--- src/rtl/lkon_pkg.sv ---
package lkon_pkg;

  // Link counts as up only with both power status and control bit set.
  function automatic logic f_link_up(input logic lps_s, input logic lctl);
    return lps_s & lctl;
  endfunction

  // Interrupt-driven wake cause: port event always, the other three only
  // when the resume enable is set.
  function automatic logic f_irq_wake(input logic port_ev, input logic cfg_to,
                                      input logic cab_pwr, input logic st_to,
                                      input logic resume_en);
    return port_ev | (resume_en & (cfg_to | cab_pwr | st_to));
  endfunction

  // Square-wave level: high in the lower half of the counter range.
  function automatic logic f_wave_level(input logic req, input logic cnt_msb);
    return req & ~cnt_msb;
  endfunction

endpackage

--- src/rtl/lkon_sync.sv ---
module lkon_sync #(
  parameter int STAGES = 2
) (
  input  logic clk_i,
  input  logic rst_i,
  input  logic d_i,
  output logic q_o
);
  logic [STAGES-1:0] shreg;

  generate
    if (STAGES == 1) begin : g_one
      always_ff @(posedge clk_i) begin
        if (rst_i) shreg <= '0;
        else       shreg <= d_i;
      end
    end else begin : g_chain
      always_ff @(posedge clk_i) begin
        if (rst_i) shreg <= '0;
        else       shreg <= {shreg[STAGES-2:0], d_i};
      end
    end
  endgenerate

  assign q_o = shreg[STAGES-1];
endmodule

--- src/rtl/lkon_req_ctl.sv ---
module lkon_req_ctl (
  input  logic clk_i,
  input  logic rst_i,
  input  logic link_up_i,
  input  logic pkt_wake_i,
  input  logic bus_rst_i,
  input  logic irq_wake_i,
  output logic req_o
);
  logic pkt_q;   // sticky: packet-caused request
  logic irq_q;   // interrupt-caused request

  always_ff @(posedge clk_i) begin
    if (rst_i) begin
      pkt_q <= 1'b0;
      irq_q <= 1'b0;
    end else begin
      if (link_up_i || bus_rst_i) pkt_q <= 1'b0;
      else if (pkt_wake_i)        pkt_q <= 1'b1;

      if (link_up_i)       irq_q <= 1'b0;
      else if (irq_wake_i) irq_q <= 1'b1;
      else if (bus_rst_i)  irq_q <= 1'b0;
    end
  end

  assign req_o = pkt_q | irq_q;

  AST_LINK_UP_CLEARS: assert property (@(posedge clk_i) disable iff (rst_i)
    link_up_i |=> !req_o);
  AST_HOLD_WHILE_DOWN: assert property (@(posedge clk_i) disable iff (rst_i)
    (req_o && !link_up_i && !bus_rst_i) |=> req_o);
  AST_IRQ_RAISES: assert property (@(posedge clk_i) disable iff (rst_i)
    (irq_wake_i && !link_up_i) |=> req_o);
  AST_BUS_RST_DROPS: assert property (@(posedge clk_i) disable iff (rst_i)
    (bus_rst_i && !irq_wake_i) |=> !req_o);
endmodule

--- src/rtl/lkon_wave.sv ---
module lkon_wave
  import lkon_pkg::*;
#(
  parameter int CNT_W = 3
) (
  input  logic clk_i,
  input  logic rst_i,
  input  logic req_i,
  output logic wave_o
);
  localparam logic [CNT_W-1:0] HALF = CNT_W'(1 << (CNT_W - 1));

  logic [CNT_W-1:0] cnt_q;

  always_ff @(posedge clk_i) begin
    if (rst_i || !req_i) cnt_q <= '0;
    else                 cnt_q <= cnt_q + 1'b1;
  end

  assign wave_o = f_wave_level(req_i, cnt_q[CNT_W-1]);

  AST_FIRST_HIGH: assert property (@(posedge clk_i) disable iff (rst_i)
    $rose(req_i) |-> wave_o);
  AST_EDGE_AT_HALF: assert property (@(posedge clk_i) disable iff (rst_i)
    (req_i && $past(req_i) && (wave_o != $past(wave_o))) |->
      (cnt_q == '0 || cnt_q == HALF));
endmodule

--- src/rtl/lkon_wake_gen.sv ---
module lkon_wake_gen
  import lkon_pkg::*;
#(
  parameter int CNT_W       = 3,
  parameter int SYNC_STAGES = 2
) (
  input  logic clk_i,
  input  logic rst_i,
  input  logic lps_i,
  input  logic lctl_i,
  input  logic pkt_wake_i,
  input  logic bus_rst_i,
  input  logic irq_port_ev_i,
  input  logic irq_cfg_to_i,
  input  logic irq_cab_pwr_i,
  input  logic irq_st_to_i,
  input  logic resume_en_i,
  input  logic lkon_pin_i,
  output logic lkon_o,
  output logic lkon_oe_o,
  output logic contender_o
);
  // Named internal events, visible to assertions.
  logic lps_sync;
  logic link_up;
  logic irq_wake;
  logic wake_req;
  logic wave;
  logic contender_q;

  lkon_sync #(.STAGES(SYNC_STAGES)) u_lps_sync (
    .clk_i (clk_i),
    .rst_i (rst_i),
    .d_i   (lps_i),
    .q_o   (lps_sync)
  );

  assign link_up  = f_link_up(lps_sync, lctl_i);
  assign irq_wake = f_irq_wake(irq_port_ev_i, irq_cfg_to_i, irq_cab_pwr_i,
                               irq_st_to_i, resume_en_i);

  lkon_req_ctl u_req (
    .clk_i      (clk_i),
    .rst_i      (rst_i),
    .link_up_i  (link_up),
    .pkt_wake_i (pkt_wake_i),
    .bus_rst_i  (bus_rst_i),
    .irq_wake_i (irq_wake),
    .req_o      (wake_req)
  );

  lkon_wave #(.CNT_W(CNT_W)) u_wave (
    .clk_i  (clk_i),
    .rst_i  (rst_i),
    .req_i  (wake_req),
    .wave_o (wave)
  );

  // Pin is an input during reset; its level becomes the contender default.
  always_ff @(posedge clk_i) begin
    if (rst_i) contender_q <= lkon_pin_i;
  end

  assign contender_o = contender_q;
  assign lkon_oe_o   = ~rst_i;
  assign lkon_o      = wave & ~rst_i;

  AST_CONTENDER_STABLE: assert property (@(posedge clk_i) disable iff (rst_i)
    !rst_i |=> $stable(contender_o));
  AST_IDLE_LOW: assert property (@(posedge clk_i) disable iff (rst_i)
    (link_up && !irq_wake) |=> !lkon_o);
endmodule

--- config.mk ---
export PLATFORM = sky130hd
export DESIGN_NAME = lkon_wake_gen
export DESIGN_NICKNAME = d
export VERILOG_FILES = /design/src/rtl/lkon_pkg.sv /design/src/rtl/lkon_sync.sv /design/src/rtl/lkon_req_ctl.sv /design/src/rtl/lkon_wave.sv /design/src/rtl/lkon_wake_gen.sv
export SDC_FILE = /design/constraint.sdc
export NUM_CORES = 1
export LEC_CHECK = 0
export BUFFER_PORTS_ARGS = -buffer_cell sky130_fd_sc_hd__buf_2
export CAP_MARGIN = 25
export CORE_AREA = 5 5 42 44
export CTS_BUF_LIST = sky130_fd_sc_hd__clkbuf_16
export DETAILED_ROUTE_END_ITERATION = 7
export DIE_AREA = 0 0 47 49
export GPL_TIMING_DRIVEN = 0
export PLACE_DENSITY = 0.46
export SLEW_MARGIN = 20
export SYNTH_ARGS = -nofsm -noshare
export SYNTH_HDL_FRONTEND = slang
export SYNTH_HIERARCHICAL = 1
export SYNTH_SLANG_ARGS = --single-unit
--- constraint.sdc ---
create_clock -name clk_i -period 1.1 [get_ports clk_i]
set_clock_uncertainty 0.1 [all_clocks]
set_input_delay 0.055 -clock clk_i [delete_from_list [all_inputs] [get_ports clk_i]]
set_output_delay 0.055 -clock clk_i [all_outputs]
set_load 0.1 [all_outputs]
* After elaboration in Yosys (flattened, before gate mapping)
Index checks and enable logic that the tools add are counted.
** Operators by class
- Add/sub/neg operators :: 1
- Muxes and demuxes :: 2
- Bitwise gates (word level) :: 10
- Reduce and logical (&&, ||, !) cells :: 6
** Operator list (count)
- $and 1x1->1 :: 4
- $or 1x1->1 :: 4
- $reduce_or 2->1 :: 2
- $add 3x1->3 const B :: 1
- $logic_or 1x1->1 :: 2
- $mux 1 :: 2
- $not 1->1 :: 2
- $reduce_bool 2->1 :: 1
- $logic_not 1->1 :: 1
** Word-level totals
- Register bits after elaboration :: 8
- Input bits :: 12

* Depth between registers and ports, before layout
Gate-level depths: netlist (run 1).
- Word-level depth :: 5
- Mapped depth :: 3
- Gate-level depth less buffers :: 3

* By module
Netlist (run 1), hierarchy kept.
** Modules (own cells, without submodules)
- lkon_wave :: times used 1, cells an instance 11, area an instance 111.4 µm²
- lkon_req_ctl :: times used 1, cells an instance 8, area an instance 80.1 µm²
- lkon_wake_gen :: times used 1, cells an instance 7, area an instance 60.1 µm²
- lkon_sync :: times used 1, cells an instance 4, area an instance 52.6 µm²

* Worst setup path before layout (run 1)
OpenSTA, ideal clock, no wires.
- Path type :: flip-flop to output port
- Start point :: reg u_req.pkt_q
- End point :: out lkon_o
- Arrival :: 1.876 ns
- Slack :: -0.931 ns
- Stages on the path, launching flop included :: 4
- Path buffers :: 0
- Cell sequence :: dfxtp_1 -> or2_2 -> and2b_2 -> nor2b_1
** On the way
- Longest elaborated chain between the ends :: 3
** RTL lines
- start, declared :: RTL line lkon_req_ctl.sv:10 : logic pkt_q;
- start signal, assigned :: RTL line lkon_req_ctl.sv:15 : pkt_q <= 1'b0;
- start signal, assigned :: RTL line lkon_req_ctl.sv:18 : if (link_up_i || bus_rst_i) pkt_q <= 1'b0;
- start signal, assigned :: RTL line lkon_req_ctl.sv:19 : else if (pkt_wake_i) pkt_q <= 1'b1;
- $or 1x1->1 :: RTL line lkon_req_ctl.sv:27 : assign req_o = pkt_q | irq_q;
- named net wake_req :: RTL line lkon_wake_gen.sv:27 : logic wake_req;
- $and 1x1->1 :: RTL line lkon_pkg.sv:18 : return req & ~cnt_msb;
- named net wave :: RTL line lkon_wake_gen.sv:28 : logic wave;
- $and 1x1->1 :: RTL line lkon_wake_gen.sv:66 : assign lkon_o = wave & ~rst_i;
- end, declared :: RTL line lkon_wake_gen.sv:19 : output logic lkon_o,
The timed path passes the listed nets, and every way through them passes these cells.

* Worst setup path in the final report (run 1)
- Start point :: reg u_req.irq_q
- End point :: out lkon_o
** On the way
- Longest elaborated chain between the ends :: 3
** RTL lines
- start, declared :: RTL line lkon_req_ctl.sv:11 : logic irq_q;
- start signal, assigned :: RTL line lkon_req_ctl.sv:16 : irq_q <= 1'b0;
- start signal, assigned :: RTL line lkon_req_ctl.sv:21 : if (link_up_i) irq_q <= 1'b0;
- start signal, assigned :: RTL line lkon_req_ctl.sv:22 : else if (irq_wake_i) irq_q <= 1'b1;
- $or 1x1->1 :: RTL line lkon_req_ctl.sv:27
- named net wake_req :: RTL line lkon_wake_gen.sv:27
- $and 1x1->1 :: RTL line lkon_pkg.sv:18
- named net wave :: RTL line lkon_wake_gen.sv:28
- $and 1x1->1 :: RTL line lkon_wake_gen.sv:66
The timed path passes the listed nets, and every way through them passes these cells.

==> metrics.md, run 1 <==
| Metric | Value |
|---|---|
| Status | finished, violations left |
| Failing checks | negative setup slack |
| Share of post-route cells with drive strength above 1 | 43.1% |
| Crit-path max cell delay | 300 ps |
| Share of power burned in the clock network | 56.8% |
| Adder-cell share of the synthesized area | 4.12% |
| ANT cells | 0 |
| Worst Hold Class | in -> reg |
| Iter 0 DRT Violations | 6 |
| CP bufs+invs | 1 |
| Warnings, synthesis | 6 |
| Rows | 14 |
| Pleak | 0.245 nW |
| Ports | 15 |
| Max capacitance violation total | 0 |
| P per Cell Area | 2030 nW/um^2 |
| Clock net sink count | 8 |
| Initial antenna violation count | 0 |
| Nets | 65 |
| Worst setup margin | -304 ps |
| Rel. slew slack | 67.9% |
| Input/output buffers | 14 |
| Commonest non-fill, non-tap cell in the layout | buf_2 |
| Most frequent cells in the layout | 12 x buf_2, 7 x nor2_1, 6 x dfxtp_1 |
| DP HPWL | 445 um |
| Netlist area before placement | 304 um^2 |
| Register area | 171 um^2 |
| Fin Hold WS | 6.15 ps |
| Syn_area_per_cell | 10.1 um^2 |
| Top cell family by delay on the critical path | simple AND/OR/NAND/NOR gates |
| P_sw | 232 uW |
| Clock Latency Late Sink | 230 ps |
| Area delta synth->final | 74.9% |
| Fraction of synthesized area in multiplexers | 0% |
| Post-CTS Setup Inserts | 0 |
| Final WL | 591 um |
| Crit. End Element | output pin |
| R2R Setup Slk | 180 ps |
| Gr ovfl total | 0 |
| Final min period | 1400 ps |
| Die X | 47 um |
| Distinct cells, synth | 14 |
| Largest net degree at the start of global routing | 9 |
| Vias per cell | 4.09 |
| Worst path arrival time | 1250 ps |
| CTS max path bufs | 2 |
| Critical path class | reg -> out |
| Drt pass-1 iters | 2 |
| Wire per inst | 8.82 um |
| Finished Layout Cells | 67 |
| Vias | 274 |
| CTS tree | yes |
| Startpoint types | flip-flop |
| Fin. max-slew vios | 0 |
| Share of total power in sequential cells | 29.6% |
| Drc violations | 0 |
| Final RePlAce weighted congestion | 0.585 |
| Post-Synth XOR/XNOR Area | 2.88% |
| Sequential element share of the synthesized area | 56.0% |
| Slew @ Worst Pin | 485 ps |
| Post-placement cell count | 60 |
| Synth Instances | 30 |
| P_int | 848 uW |
| CTS clk-pin slew, worst paths | 40 ps |
| Gate power share | 13.6% |
| Final core occ | 37.9% |
| Crit path max fanout | 2 |
| Fmax | 712 MHz |
| Starting Density | 21.7% |
| Endpoints failing setup | 1 |
| H-tree depth | 1 |
| IR drop worst, VDD | 1270 uV |
| CTS Root Cell | clkbuf_16 |
| Simple-gate share of the synthesized area | 32.1% |
| Worst EP required | 940 ps |
| Die area | 2300 um^2 |
| Core footprint | 1400 um^2 |
| Synth Net Count | 43 |
| RSZ-0062 raised after global routing | yes |
| Antenna-violating nets left | 0 |
| CP max stage cell | dfxtp_1 |
| Die Y | 49 um |
| Largest family of logic cells by synthesized area | simple AND/OR/NAND/NOR gates |
| Sw Share | 21.5% |
| Final Hold Viols | 0 |
| GRT Util Overall | 7.27% |
| Synth Area in Compound Gates | 2.47% |
| Yosys reg bits | 8 |
| First-pass GRT wire length | 1.12 mm |
| Filler cells | 150 |
| Vias in the first global route | 282 |
| Num CTS Buffers | 3 |
| Critical path cell sequence | or2_4, and2b_2, nor2b_4, buf_12 |
| Period utilisation layout | 128% |
| Area of the multi-input gates | 136 um^2 |
worst min-delay path, cell delays in order:
cell	delay, ps
buf_2	80
nor2_1	30
nor4_2	110
stage by stage:
step                      TNS, ps  setup slack (ps)  instance area (um^2)  total power [mW]
after floorplan             -98.0             -98.0                   312             0.413
after global placement       -240              -240                   402             0.448
after detailed placement     -241              -241                   402             0.449
after CTS                    -315              -315                   532              1.10
after global routing         -344              -344                   532              1.13
final                        -304              -304                   532              1.08
power by group through the flow:
stage          sequential, mW  clock (mW)  combinational, mW
2_1_floorplan           0.344           0             0.0691
3_3_place_gp            0.323           0              0.125
3_5_place_dp            0.323           0              0.126
4_1_cts                 0.320       0.631              0.148
5_1_grt                 0.321       0.646              0.159
6_report                0.320       0.613              0.146
synth_stat cells:
cell type,number,area [um^2]
nand2b_1,1,6.26
o21a_1,1,7.51
inv_1,2,7.51
dfxtp_1,7,140
edfxtp_1,1,30.0
nor4_1,1,6.26
nor2b_1,4,25.0
xnor2_1,1,8.76
or2_2,1,6.26
nor2_1,7,26.3
ha_1,1,12.5
and2_1,1,6.26
and2b_2,1,8.76
nor4_2,1,12.5
flip-flops by register name (all words and copies together), names as in the netlist:
| name | count |
|---|---|
| contender_o | 1 |
| u_req/pkt_q | 1 |
| u_req/irq_q | 1 |
| u_lps_sync/shreg | 2 |
| u_wave/cnt_q | 3 |
layout make-up:
cell class              count  share of cell area (%)
clock buffers               3                    14.1
well taps                  16                    3.76
inverters                   2                    1.41
clock inverters             1                   0.706
multi-input cells          20                    25.6
flip-flops and latches      8                    32.2
repair buffers             17                    22.1
logic make-up (layout without fill, tap and decap cells):
group / count (synthesis) / after routing
xor+xnor: 1 / 1
fa+ha+maj: 1 / 1
compound gates: 1 / 1
flops: 8 / 8
buf+inv: 2 / 23
simple gates: 17 / 17
final timing paths:
| check | start | cells past startpoint | end |
|---|---|---|---|
| worst max-delay path | u_req/irq_q | 4 | lkon_o |
| worst min-delay path | pkt_wake_i | 3 | u_req/pkt_q |
| worst max register to register | u_req/irq_q | 3 | u_wave/cnt_q[2] |
| worst min register to register | u_wave/cnt_q[0] | 1 | u_wave/cnt_q[0] |
what timing repair did:
action                                  CTS  global route
pin swaps                                 1             0
endpoints found under the setup margin    2             1
hold buffers                              3             0
gates resized for setup                   7             0
hold endpoints to repair                  3             0
gates cloned                              0             0
metal layers:
metal	track usage (%)	up-vias	part of all wire [%]
li1	-	139	-
met5	0	-	0
met4	6.91	0	4.7
met3	4.80	4	9.6
met1	7.76	121	40
met2	9.05	10	45
(Power assumes the default switching activity.)
==> run 2: changes to the inputs <==
CELL_PAD_IN_SITES_DETAIL_PLACEMENT = 0   (was not set)
CELL_PAD_IN_SITES_GLOBAL_PLACEMENT = 2   (was not set)
CORE_AREA = not set   (was 5 5 42 44)
CORE_MARGIN = 5   (was not set)
CORE_UTILIZATION = 22   (was not set)
DIE_AREA = not set   (was 0 0 47 49)
PLACE_DENSITY = 0.69   (was 0.46)
REMOVE_ABC_BUFFERS = 1   (was not set)
==> metrics.md, run 2 (same netlist as run 1, synthesis figures left out) <==
| Metric | Value |
|---|---|
| Final RePlAce weighted congestion | 0.677 (+16%) |
| CTS max path bufs | 2 (unchanged) |
| P_sw | 230 uW (-0.91%) |
| P per Cell Area | 2010 nW/um^2 (-1.2%) |
| CP max stage cell | dfxtp_2 |
| Share of total power in sequential cells | 29.6% (about the same) |
| Vias in the first global route | 238 (-16%) |
| Gate power share | 14.1% (+0.5 points) |
| Top cell family by delay on the critical path | simple AND/OR/NAND/NOR gates |
| Largest net degree at the start of global routing | 9 (unchanged) |
| Commonest non-fill, non-tap cell in the layout | buf_2 |
| Ports | 15 (unchanged) |
| Die Y | 47.2 um (-3.7%) |
| Slew @ Worst Pin | 487 ps (+1.57 ps) |
| Final min period | 1410 ps (+6.10 ps) |
| Filler cells | 135 (-10%) |
| Pleak | 0.250 nW (+2.1%) |
| Antenna-violating nets left | 0 (unchanged) |
| Drc violations | 0 (unchanged) |
| Final WL | 597 um (+1.0%) |
| Die X | 47.2 um (+0.37%) |
| Tot Pwr | 1.08 mW (+0.23%) |
| Gr ovfl total | 0 (unchanged) |
| Nets | 66 (+1.5%) |
| Placed cell area | 393 um^2 (-2.2%) |
| Vias | 249 (-9.1%) |
| Fmax | 709 MHz (-0.43%) |
| Biggest regs | u_wave/cnt_q: 3 flops, u_lps_sync/shreg: 2 flops |
| Drt pass-1 iters | 2 (unchanged) |
| Worst setup margin | -310 ps (-6.10 ps) |
| GRT busiest layer | met1 |
| Max capacitance violation total | 0 (unchanged) |
| RSZ-0062 raised after global routing | yes |
| Failing checks | negative setup slack |
| Reg with most FFs | u_wave/cnt_q |
| Critical path cell sequence | or2_4, and2b_2, nor2b_4, buf_12 |
| Worst path arrival time | 1260 ps (about the same) |
| Starting Density | 23.4% (+1.7 points) |
| First-pass GRT wire length | 890 um (-21%) |
| Input/output buffers | 14 (unchanged) |
| Clock Latency Late Sink | 230 ps (about the same) |
| Vias per cell | 3.72 (-9.1%) |
| Grt met2 use | 7.59% (-1.5 points) |
| Share of post-route cells with drive strength above 1 | 46.2% (+3.0 points) |
| P_int | 852 uW (+0.54%) |
| Die area | 2230 um^2 (-3.4%) |
| Initial antenna violation count | 0 (unchanged) |
| Final non-filler cell area | 539 um^2 (+1.4%) |
| Fin. max-slew vios | 0 (unchanged) |
| IR drop worst, VDD | 902 uV (-29%) |
| Share of power burned in the clock network | 56.3% (-0.5 points) |
| Area of the multi-input gates | 136 um^2 (unchanged) |
| H-tree depth | 1 (unchanged) |
| Place WS | -236 ps (+4.39 ps) |
| Core footprint | 1300 um^2 (-7.1%) |
| Rel. slew slack | 67.8% (-0.10 points) |
| Num CTS Buffers | 3 (unchanged) |
| Routing usage on met1 | 7.73% (-0.033 points) |
| Most frequent cells in the layout | 12 x buf_2, 7 x nor2_1, 5 x dfxtp_1 |
| Iter 0 DRT Violations | 4 (-2) |
| CTS tree | yes |
| Area delta synth->final | 77.4% |
| Fin Hold WS | 10.4 ps (+4.27 ps) |
| Final Hold Viols | 0 (unchanged) |
| Startpoint types | flip-flop |
| Worst EP required | 940 ps (about the same) |
| Crit-path max cell delay | 310 ps (about the same) |
| Rows | 13 (-1) |
| ANT cells | 0 (unchanged) |
| Register area | 173 um^2 (+0.73%) |
| Critical path class | reg -> out |
| CTS clk-pin slew, worst paths | 40 ps (about the same) |
| CTS Root Cell | clkbuf_16 |
| CP bufs+invs | 1 (unchanged) |
| Endpoints failing setup | 1 (unchanged) |
| Sw Share | 21.2% (-0.24 points) |
| Status | finished, violations left |
| Crit. End Element | output pin |
| GR Util met3 | 4.60% (-0.20 points) |
| Max reg flops | 3 (unchanged) |
| Wire per inst | 8.91 um (+1.0%) |
| Worst Hold Class | in -> reg |
| GRT Util Overall | 5.96% (-1.3 points) |
| Period utilisation layout | 128% (+0.55 points) |
| DP HPWL | 454 um (+2.1%) |
| Clock net sink count | 8 (unchanged) |
| Crit path max fanout | 2 (unchanged) |
-- run 2: changes by cell type in the layout (fill, tap and decap cells not counted) --
cell     previous run  this run
dfxtp_1             6         5
dfxtp_2             1         2
buf_4               1         2
-- run 2: power groups by stage --
| stage | clock (mW) | combinational, mW | sequential, mW |
|---|---|---|---|
| 6_report | 0.609 | 0.153 | 0.320 |
| 5_1_grt | 0.647 | 0.163 | 0.321 |
| 4_1_cts | 0.616 | 0.149 | 0.319 |
| 3_5_place_dp | 0 | 0.122 | 0.323 |
| 3_3_place_gp | 0 | 0.120 | 0.322 |
| 2_1_floorplan | 0 | 0.0654 | 0.344 |
-- run 2: worst paths after layout --
path	slack [ps]	end	cells after the start	from
setup / recovery	-310	lkon_o	4	u_req/irq_q
hold / removal	10	u_req/pkt_q	3	pkt_wake_i
setup reg to reg	50	u_wave/cnt_q[2]	4	u_req/irq_q
hold reg to reg	330	u_wave/cnt_q[0]	1	u_wave/cnt_q[0]
-- run 2: final cells by class --
cell class	count	area share (%)
multi-input cells	20	25.3
well taps	15	3.48
clock inverters	1	0.696
repair buffers	18	23.2
inverters	2	1.39
clock buffers	3	13.9
flip-flops and latches	8	32.0
-- run 2: worst register-to-register path: stages, from the launching register on --
cell	delay, ps
dfxtp_2	310
or2_4	240
buf_4	130
nand2b_1	100
nor2_1	60
-- run 2: per-layer routing --
layer | routed length [um] | vias up
li1 | - | 139
met1 | 271 | 100
met2 | 244 | 10
met3 | 81 | 0
met4 | 0 | 0
met5 | 0 | -
-- run 2: timing repair --
action	4_1_cts	5_1_grt
hold endpoints to repair	3	0
endpoints found under the setup margin	2	1
pin swaps	0	1
hold buffers	3	0
gates resized for setup	8	2
buffers inserted	0	1
cloned	0	0
-- run 2: per-stage QoR --
stage	util, %	setup TNS, ps	std cells
2_1_floorplan	-	-931	30
3_3_place_gp	30.2	-243	59
3_5_place_dp	30.2	-236	59
4_1_cts	40.7	-307	66
5_1_grt	41.4	-334	67
6_report	41.4	-310	67
